<file path="src/rtl/cfgseq_pkg.sv">
package cfgseq_pkg;

   localparam int WORD_W    = 32;
   localparam int NUM_WORDS = 8;
   localparam int STEP_W    = $clog2(NUM_WORDS);
   localparam int BIT_W     = $clog2(WORD_W);

   typedef enum logic [2:0] {
      SQ_IDLE,
      SQ_LOW,
      SQ_HIGH,
      SQ_TAIL,
      SQ_LATCH,
      SQ_GAP
   } sq_state_t;

   // round a nanosecond minimum up to whole cycles, never below one
   function automatic int ns_to_cyc(input int ns, input int period);
      int c;
      c = (ns + period - 1) / period;
      return (c < 1) ? 1 : c;
   endfunction

   function automatic int max_of(input int a, input int b);
      return (a > b) ? a : b;
   endfunction

endpackage

</file>
<file path="src/rtl/cfgseq_rom.sv">
module cfgseq_rom
   import cfgseq_pkg::*;
(
   input  logic [STEP_W-1:0] step,
   output logic [WORD_W-1:0] word
);

   localparam logic [WORD_W-1:0] SEQ_TABLE [NUM_WORDS] = '{
      32'h0000_0003,
      32'h0002_0406,
      32'h2000_1499,
      32'h4000_1499,
      32'h6000_1499,
      32'h8000_1499,
      32'hA000_0019,
      32'h8000_7CA0
   };

   assign word = SEQ_TABLE[step];

endmodule

</file>
<file path="src/rtl/cfgseq_timer.sv">
module cfgseq_timer #(
   parameter int CNT_W = 4
) (
   input  logic             clk,
   input  logic             rst_n,
   input  logic             load,
   input  logic [CNT_W-1:0] load_val,
   output logic             expired
);

   logic [CNT_W-1:0] cnt;

   always_ff @(posedge clk or negedge rst_n) begin
      if (!rst_n) begin
         cnt <= '0;
      end else if (load) begin
         cnt <= load_val;
      end else if (cnt != '0) begin
         cnt <= cnt - 1'b1;
      end
   end

   assign expired = (cnt == '0);

endmodule

</file>
<file path="src/rtl/cfg_seq_master.sv">
module cfg_seq_master
   import cfgseq_pkg::*;
#(
   parameter int SYS_PERIOD_NS   = 10,
   parameter int T_CLK_HI_NS     = 25,
   parameter int T_CLK_LO_NS     = 25,
   parameter int T_SETUP_NS      = 10,
   parameter int T_HOLD_NS       = 10,
   parameter int T_CLK_TO_LE_NS  = 10,
   parameter int T_LE_W_NS       = 20,
   parameter int T_LE_SETUP_NS   = 20
) (
   input  logic clk,
   input  logic rst_n,
   input  logic start,
   output logic ser_clk,
   output logic ser_data,
   output logic ser_le,
   output logic busy,
   output logic done
);

   localparam int LO_CYC   = max_of(ns_to_cyc(T_CLK_LO_NS, SYS_PERIOD_NS),
                                    ns_to_cyc(T_SETUP_NS, SYS_PERIOD_NS));
   localparam int HI_CYC   = max_of(ns_to_cyc(T_CLK_HI_NS, SYS_PERIOD_NS),
                                    ns_to_cyc(T_HOLD_NS, SYS_PERIOD_NS));
   localparam int TAIL_CYC = ns_to_cyc(T_CLK_TO_LE_NS, SYS_PERIOD_NS);
   localparam int LEW_CYC  = ns_to_cyc(T_LE_W_NS, SYS_PERIOD_NS);
   localparam int GAP_CYC  = ns_to_cyc(T_LE_SETUP_NS, SYS_PERIOD_NS);
   localparam int MAX_CYC  = max_of(max_of(LO_CYC, HI_CYC),
                                    max_of(TAIL_CYC, max_of(LEW_CYC, GAP_CYC)));
   localparam int CNT_W    = $clog2(MAX_CYC) + 1;

   localparam logic [CNT_W-1:0]  LO_LD   = CNT_W'(LO_CYC - 1);
   localparam logic [CNT_W-1:0]  HI_LD   = CNT_W'(HI_CYC - 1);
   localparam logic [CNT_W-1:0]  TAIL_LD = CNT_W'(TAIL_CYC - 1);
   localparam logic [CNT_W-1:0]  LEW_LD  = CNT_W'(LEW_CYC - 1);
   localparam logic [CNT_W-1:0]  GAP_LD  = CNT_W'(GAP_CYC - 1);
   localparam logic [STEP_W-1:0] LAST_STEP = STEP_W'(NUM_WORDS - 1);
   localparam logic [BIT_W-1:0]  TOP_BIT   = BIT_W'(WORD_W - 1);

   generate
      if (SYS_PERIOD_NS < 1) begin : g_bad_period
         $error("cfg_seq_master: SYS_PERIOD_NS must be positive");
      end
      if ((1 << STEP_W) != NUM_WORDS) begin : g_bad_steps
         $error("cfg_seq_master: word count must be a power of two");
      end
   endgenerate

   sq_state_t         state;
   logic [STEP_W-1:0] step;
   logic [BIT_W-1:0]  bit_idx;
   logic [WORD_W-1:0] cur_word;
   logic              tmr_load;
   logic [CNT_W-1:0]  tmr_val;
   logic              tmr_zero;

   cfgseq_rom u_rom (
      .step (step),
      .word (cur_word)
   );

   cfgseq_timer #(.CNT_W(CNT_W)) u_timer (
      .clk      (clk),
      .rst_n    (rst_n),
      .load     (tmr_load),
      .load_val (tmr_val),
      .expired  (tmr_zero)
   );

   // phase length loaded on every transition
   always_comb begin
      tmr_load = 1'b0;
      tmr_val  = LO_LD;
      unique case (state)
         SQ_IDLE:  begin tmr_load = start;    tmr_val = LO_LD;   end
         SQ_LOW:   begin tmr_load = tmr_zero; tmr_val = HI_LD;   end
         SQ_HIGH:  begin
            tmr_load = tmr_zero;
            tmr_val  = (bit_idx == '0) ? TAIL_LD : LO_LD;
         end
         SQ_TAIL:  begin tmr_load = tmr_zero; tmr_val = LEW_LD;  end
         SQ_LATCH: begin tmr_load = tmr_zero; tmr_val = GAP_LD;  end
         SQ_GAP:   begin tmr_load = tmr_zero; tmr_val = LO_LD;   end
         default:  begin tmr_load = 1'b0;     tmr_val = LO_LD;   end
      endcase
   end

   always_ff @(posedge clk or negedge rst_n) begin
      if (!rst_n) begin
         state    <= SQ_IDLE;
         step     <= '0;
         bit_idx  <= '0;
         ser_clk  <= 1'b0;
         ser_data <= 1'b0;
         ser_le   <= 1'b0;
         busy     <= 1'b0;
         done     <= 1'b0;
      end else begin
         done <= 1'b0;
         unique case (state)
            SQ_IDLE: begin
               if (start) begin
                  busy     <= 1'b1;
                  bit_idx  <= TOP_BIT;
                  ser_data <= cur_word[WORD_W-1];
                  state    <= SQ_LOW;
               end
            end
            SQ_LOW: begin
               if (tmr_zero) begin
                  ser_clk <= 1'b1;
                  state   <= SQ_HIGH;
               end
            end
            SQ_HIGH: begin
               if (tmr_zero) begin
                  ser_clk <= 1'b0;
                  if (bit_idx == '0) begin
                     state <= SQ_TAIL;
                  end else begin
                     bit_idx  <= bit_idx - 1'b1;
                     ser_data <= cur_word[bit_idx - 1'b1];
                     state    <= SQ_LOW;
                  end
               end
            end
            SQ_TAIL: begin
               if (tmr_zero) begin
                  ser_le <= 1'b1;
                  state  <= SQ_LATCH;
               end
            end
            SQ_LATCH: begin
               if (tmr_zero) begin
                  ser_le <= 1'b0;
                  step   <= step + 1'b1;
                  if (step == LAST_STEP) begin
                     busy  <= 1'b0;
                     done  <= 1'b1;
                     state <= SQ_IDLE;
                  end else begin
                     state <= SQ_GAP;
                  end
               end
            end
            SQ_GAP: begin
               if (tmr_zero) begin
                  bit_idx  <= TOP_BIT;
                  ser_data <= cur_word[WORD_W-1];
                  state    <= SQ_LOW;
               end
            end
            default: state <= SQ_IDLE;
         endcase
      end
   end

endmodule

</file>
<file path="config.mk">
export PLATFORM = sky130hd
export DESIGN_NAME = cfg_seq_master
export DESIGN_NICKNAME = d
export VERILOG_FILES = /design/src/rtl/cfgseq_pkg.sv /design/src/rtl/cfgseq_rom.sv /design/src/rtl/cfgseq_timer.sv /design/src/rtl/cfg_seq_master.sv
export SDC_FILE = /design/constraint.sdc
export NUM_CORES = 1
export LEC_CHECK = 0
export CAP_MARGIN = 20
export CELL_PAD_IN_SITES_DETAIL_PLACEMENT = 1
export CELL_PAD_IN_SITES_GLOBAL_PLACEMENT = 2
export CORE_MARGIN = 5
export CORE_UTILIZATION = 39
export CTS_CLUSTER_SIZE = 10
export DETAILED_ROUTE_END_ITERATION = 8
export DONT_BUFFER_PORTS = 1
export PLACE_DENSITY = 0.84
export SLEW_MARGIN = 20
export SYNTH_ARGS = -nofsm -noshare
export SYNTH_HDL_FRONTEND = slang
export SYNTH_SLANG_ARGS = --single-unit
</file>
<file path="constraint.sdc">
create_clock -name clk -period 2.5 [get_ports clk]
set_input_delay 0.5 -clock clk [delete_from_list [all_inputs] [get_ports clk]]
set_output_delay 0.5 -clock clk [all_outputs]
set_load 0.02 [all_outputs]
</file>
==> flow_metrics.py <==
metrics = {
    "worst_setup_path": {
        "crit_required_ps": 2680,
        "cp-end-kind": "register",
        "rrSetupSlack_ps": 190,
        "r2r_cells": 7,
        "critical_path.reg2reg.startpoint": "bit_idx[1]",
        "endpoint": "ser_data",
        "cp_data_arrival_time_ps": 2490,
        "worst_setup_path_start_kind": "register",
        "timing.critical_path.fanout_max": 6,
        "crit_start": "bit_idx[1]",
        "critPathKind": "register to register",
        "rr_endpoint": "ser_data",
    },
    "routing": {
        "wl_microns": 3470,
        "first_iter_violations": 81,
        "remaining_drc_errors": 0,
        "detail_route.vias_per_cell": 5.52,
        "dr_total_vias": 1231,
        "drt-pass1-iter-count": 4,
        "wl_per_cell_microns": 15.6,
        "number_of_nets_still_failing_antenna_checks_after_routing": 0,
    },
    "yosys": {
        "syn_inst": 176,
        "post-synth-top-area-fraction": 0.314,
        "yosys-top-cells-area": "sky130_fd_sc_hd__dfrtp_1 31%, sky130_fd_sc_hd__ha_1 9.9%, sky130_fd_sc_hd__nor2_1 4.5%",
        "synthMuxAreaShare": 0.0347,
        "netlist_area_sq_mm": 0.00151,
        "post_synth_most_frequent_cells": "19 x sky130_fd_sc_hd__dfrtp_1, 18 x sky130_fd_sc_hd__nor2_1, 15 x sky130_fd_sc_hd__nand2_1, 12 x sky130_fd_sc_hd__ha_1, 11 x sky130_fd_sc_hd__o21ai_0",
        "most_repeated_cell_in_the_gate_level_netlist_after_synthesis": "sky130_fd_sc_hd__dfrtp_1",
        "postSynthRegisterBits": 19,
        "synthesis.area_per_instance_sq_um": 8.59,
        "synth.yosys.seq_area_share": 0.314,
        "synth-main-ff-cell": "sky130_fd_sc_hd__dfrtp_1",
        "synth_warnings": 0,
        "synth_compound_gate_area_share": 0.182,
        "netlist.top_cell.by_area": "sky130_fd_sc_hd__dfrtp_1",
        "synthesized_netlist_net_count": 191,
        "synthSimpleGateAreaFrac": 0.251,
        "post_synth_xor_area_fraction": 0.0529,
        "netlist-cell-type-count": 49,
        "synth_top_family_by_area": "simple AND/OR/NAND/NOR gates",
        "synth-adder-area-share": 0.0993,
        "asyncSetResetFlopFracSynth": 1.00,
        "synth-edff-count": 0,
    },
    "timing": {
        "timing.final.crit_period_ps": 2310,
        "setup_total_negative_slack_ps": 0,
        "layout_worst_path_cycle_share": 0.925,
        "hold_viol_final": 0,
        "fin_ws_ps": 188,
        "maxClockFrequency_mhz": 433,
        "setup_viol": 0,
        "worst_clock_skew_ps": 6.34,
        "slew_headroom": 0.406,
        "timing_worst_slew_pin_value_ps": 888,
        "rsz0062_at_grt": "no",
        "final_max_slew_viol_count": 0,
    },
    "grt": {
        "grt_remaining_overflow": 0,
        "antenna_found_initial": 0,
        "grt_start_max_net_pins": 20,
        "groute.usage.overall": 0.145,
        "grt_pass1_vias": 1228,
        "grt_first_pass_wirelength_microns": 6070,
    },
    "placed_design": {
        "portBuffers": 0,
        "postPlaceCellArea_sq_mm": 0.00154,
        "globalplace.congestion": 0.846,
        "post-place-ws_ps": 214,
        "place.detailed.hpwl_microns": 2710,
    },
    "clock_network": {
        "cts.htree.levels": 1,
        "clk_pin_slew_worst_paths_ps": 70,
        "clock_insertion_delay_worst_skew_ps": 260,
        "post-cts-setup-buffer-count": 0,
        "numCtsBuffers": 3,
        "clock-sinks": 19,
        "clock_path_buffers": 2,
        "tritoncts": "done",
        "cts_resized": 0,
        "cts-root-buf": "sky130_fd_sc_hd__clkbuf_8",
    },
    "power": {
        "ir_worst_vdd_uv": 466,
        "finalPower_w": 0.00174,
        "leakage_nw": 0.693,
        "pwr_density_cell_mw_per_mm2": 1090,
    },
    "layout": {
        "layout.nets": 191,
        "final_layout_size_suffix_gt1_frac": 0.0857,
        "n_antenna_cell": 0,
        "nFillCells": 457,
        "syn2layout_area_growth_pct": 5.62,
        "final_core_utilization": 0.430,
        "final_cell_area_sq_mm": 0.00160,
    },
    "job": {
        "timing.max_cap.violations": 0,
    },
    "status": {
        "outcome": "finished, final reports clean",
    },
    "floorplan": {
        "chipWidth_microns": 72.3,
        "floorplan.die_area_sq_mm": 0.00522,
        "die_span_y_microns": 72.3,
        "start_util": 0.407,
        "core_area_sq_mm": 0.00372,
        "fp-row-count": 22,
        "ioPinCount": 8,
    },
    "hold_path": {
        "worstHoldPathType": "input port to register",
    },
}
## placed cells by master, fill, tap and decap left out, types with 3 or more instances in the layout
| cell | instances |
|---|---|
| sky130_fd_sc_hd__nor3_1 | 6 |
| sky130_fd_sc_hd__buf_4 | 4 |
| sky130_fd_sc_hd__dfrtp_1 | 19 |
| sky130_fd_sc_hd__and2_1 | 4 |
| sky130_fd_sc_hd__nor2b_1 | 4 |
| sky130_fd_sc_hd__mux2i_1 | 3 |
| sky130_fd_sc_hd__o211ai_1 | 3 |
| sky130_fd_sc_hd__nand3_1 | 5 |
| sky130_fd_sc_hd__and3b_1 | 3 |
| sky130_fd_sc_hd__clkbuf_8 | 3 |
| sky130_fd_sc_hd__nand2b_1 | 3 |
| sky130_fd_sc_hd__inv_1 | 10 |
| sky130_fd_sc_hd__nand2_1 | 15 |
| sky130_fd_sc_hd__o21ai_0 | 11 |
| sky130_fd_sc_hd__xnor2_1 | 5 |
| sky130_fd_sc_hd__ha_1 | 12 |
| sky130_fd_sc_hd__a21oi_1 | 8 |
| sky130_fd_sc_hd__nor2_1 | 18 |
| sky130_fd_sc_hd__a31oi_1 | 5 |
## worst min-delay path by stage
stage / startpoint / end / slack (ps) / cells past startpoint
final: start / u_timer.cnt[0] / 460 / 3
after global routing: start / u_timer.cnt[0] / 460 / 3
after CTS: start / u_timer.cnt[0] / 460 / 3
after detailed placement: rst_n / bit_idx[3] / 210 / 0
after global placement: rst_n / u_timer.cnt[0] / 200 / 0
after floorplan: rst_n / bit_idx[0] / 200 / 0
## cells by family (layout without fill, tap and decap cells)
kind of cell / count (synthesis) / after routing
compound gates: 42 / 42
xor+xnor: 7 / 7
fa+ha+maj: 12 / 12
buf+inv: 20 / 19
flops: 19 / 19
mux: 5 / 5
simple gates: 71 / 71
## metrics by stage
step / hold WS (ps) / instances
after floorplan: 204 / 176
after detailed placement: 205 / 218
after global placement: 205 / 218
after global routing: 455 / 223
final: 460 / 223
after CTS: 461 / 223
## layer usage
metal	up-vias	routed length, microns	global-route usage
li1	616	-	-
met1	596	1780	0.202
met2	14	1500	0.215
met3	5	151	0.0443
met4	0	40	0.0397
met5	-	0	0
## cell type report
class                      count  area, sq um  area share
multi-input combinational    137          938       0.587
clock inverter                 1         5.00     0.00313
inverter                      10         37.5      0.0235
clock buffer                   3         41.3      0.0258
tap                           48         60.1      0.0376
sequential                    19          475       0.298
timing repair buffer           5         40.0      0.0251
## sequential cells by signal (all words and copies together), names as in the netlist
| name | flops |
|---|---|
| bit_idx | 5 |
| state | 3 |
| step | 3 |
| u_timer.cnt | 3 |
| busy | 1 |
| done | 1 |
| ser_clk | 1 |
| ser_data | 1 |
| ser_le | 1 |
## critical path, stage by stage, from the launching register on
cell,delay (ps)
sky130_fd_sc_hd__dfrtp_1,440
sky130_fd_sc_hd__inv_1,120
sky130_fd_sc_hd__ha_1,390
sky130_fd_sc_hd__nor3b_2,250
sky130_fd_sc_hd__xor2_1,250
sky130_fd_sc_hd__or4b_1,450
sky130_fd_sc_hd__and3_1,180
sky130_fd_sc_hd__a31oi_1,150
## report_power, final
group / switching [W] / total, W / internal (W)
Combinational: 0.000506 / 0.000903 / 0.000397
Clock: 0.000102 / 0.000213 / 0.000111
Sequential: 0.000209 / 0.000619 / 0.000410
Total: 0.000817 / 0.00174 / 0.000918
## timing repair
item                       CTS  global route
hold buffers                 1             0
setup endpoints to repair    0             0
hold endpoints to repair    19             0
No activity file was read; power rests on OpenSTA's default activity.
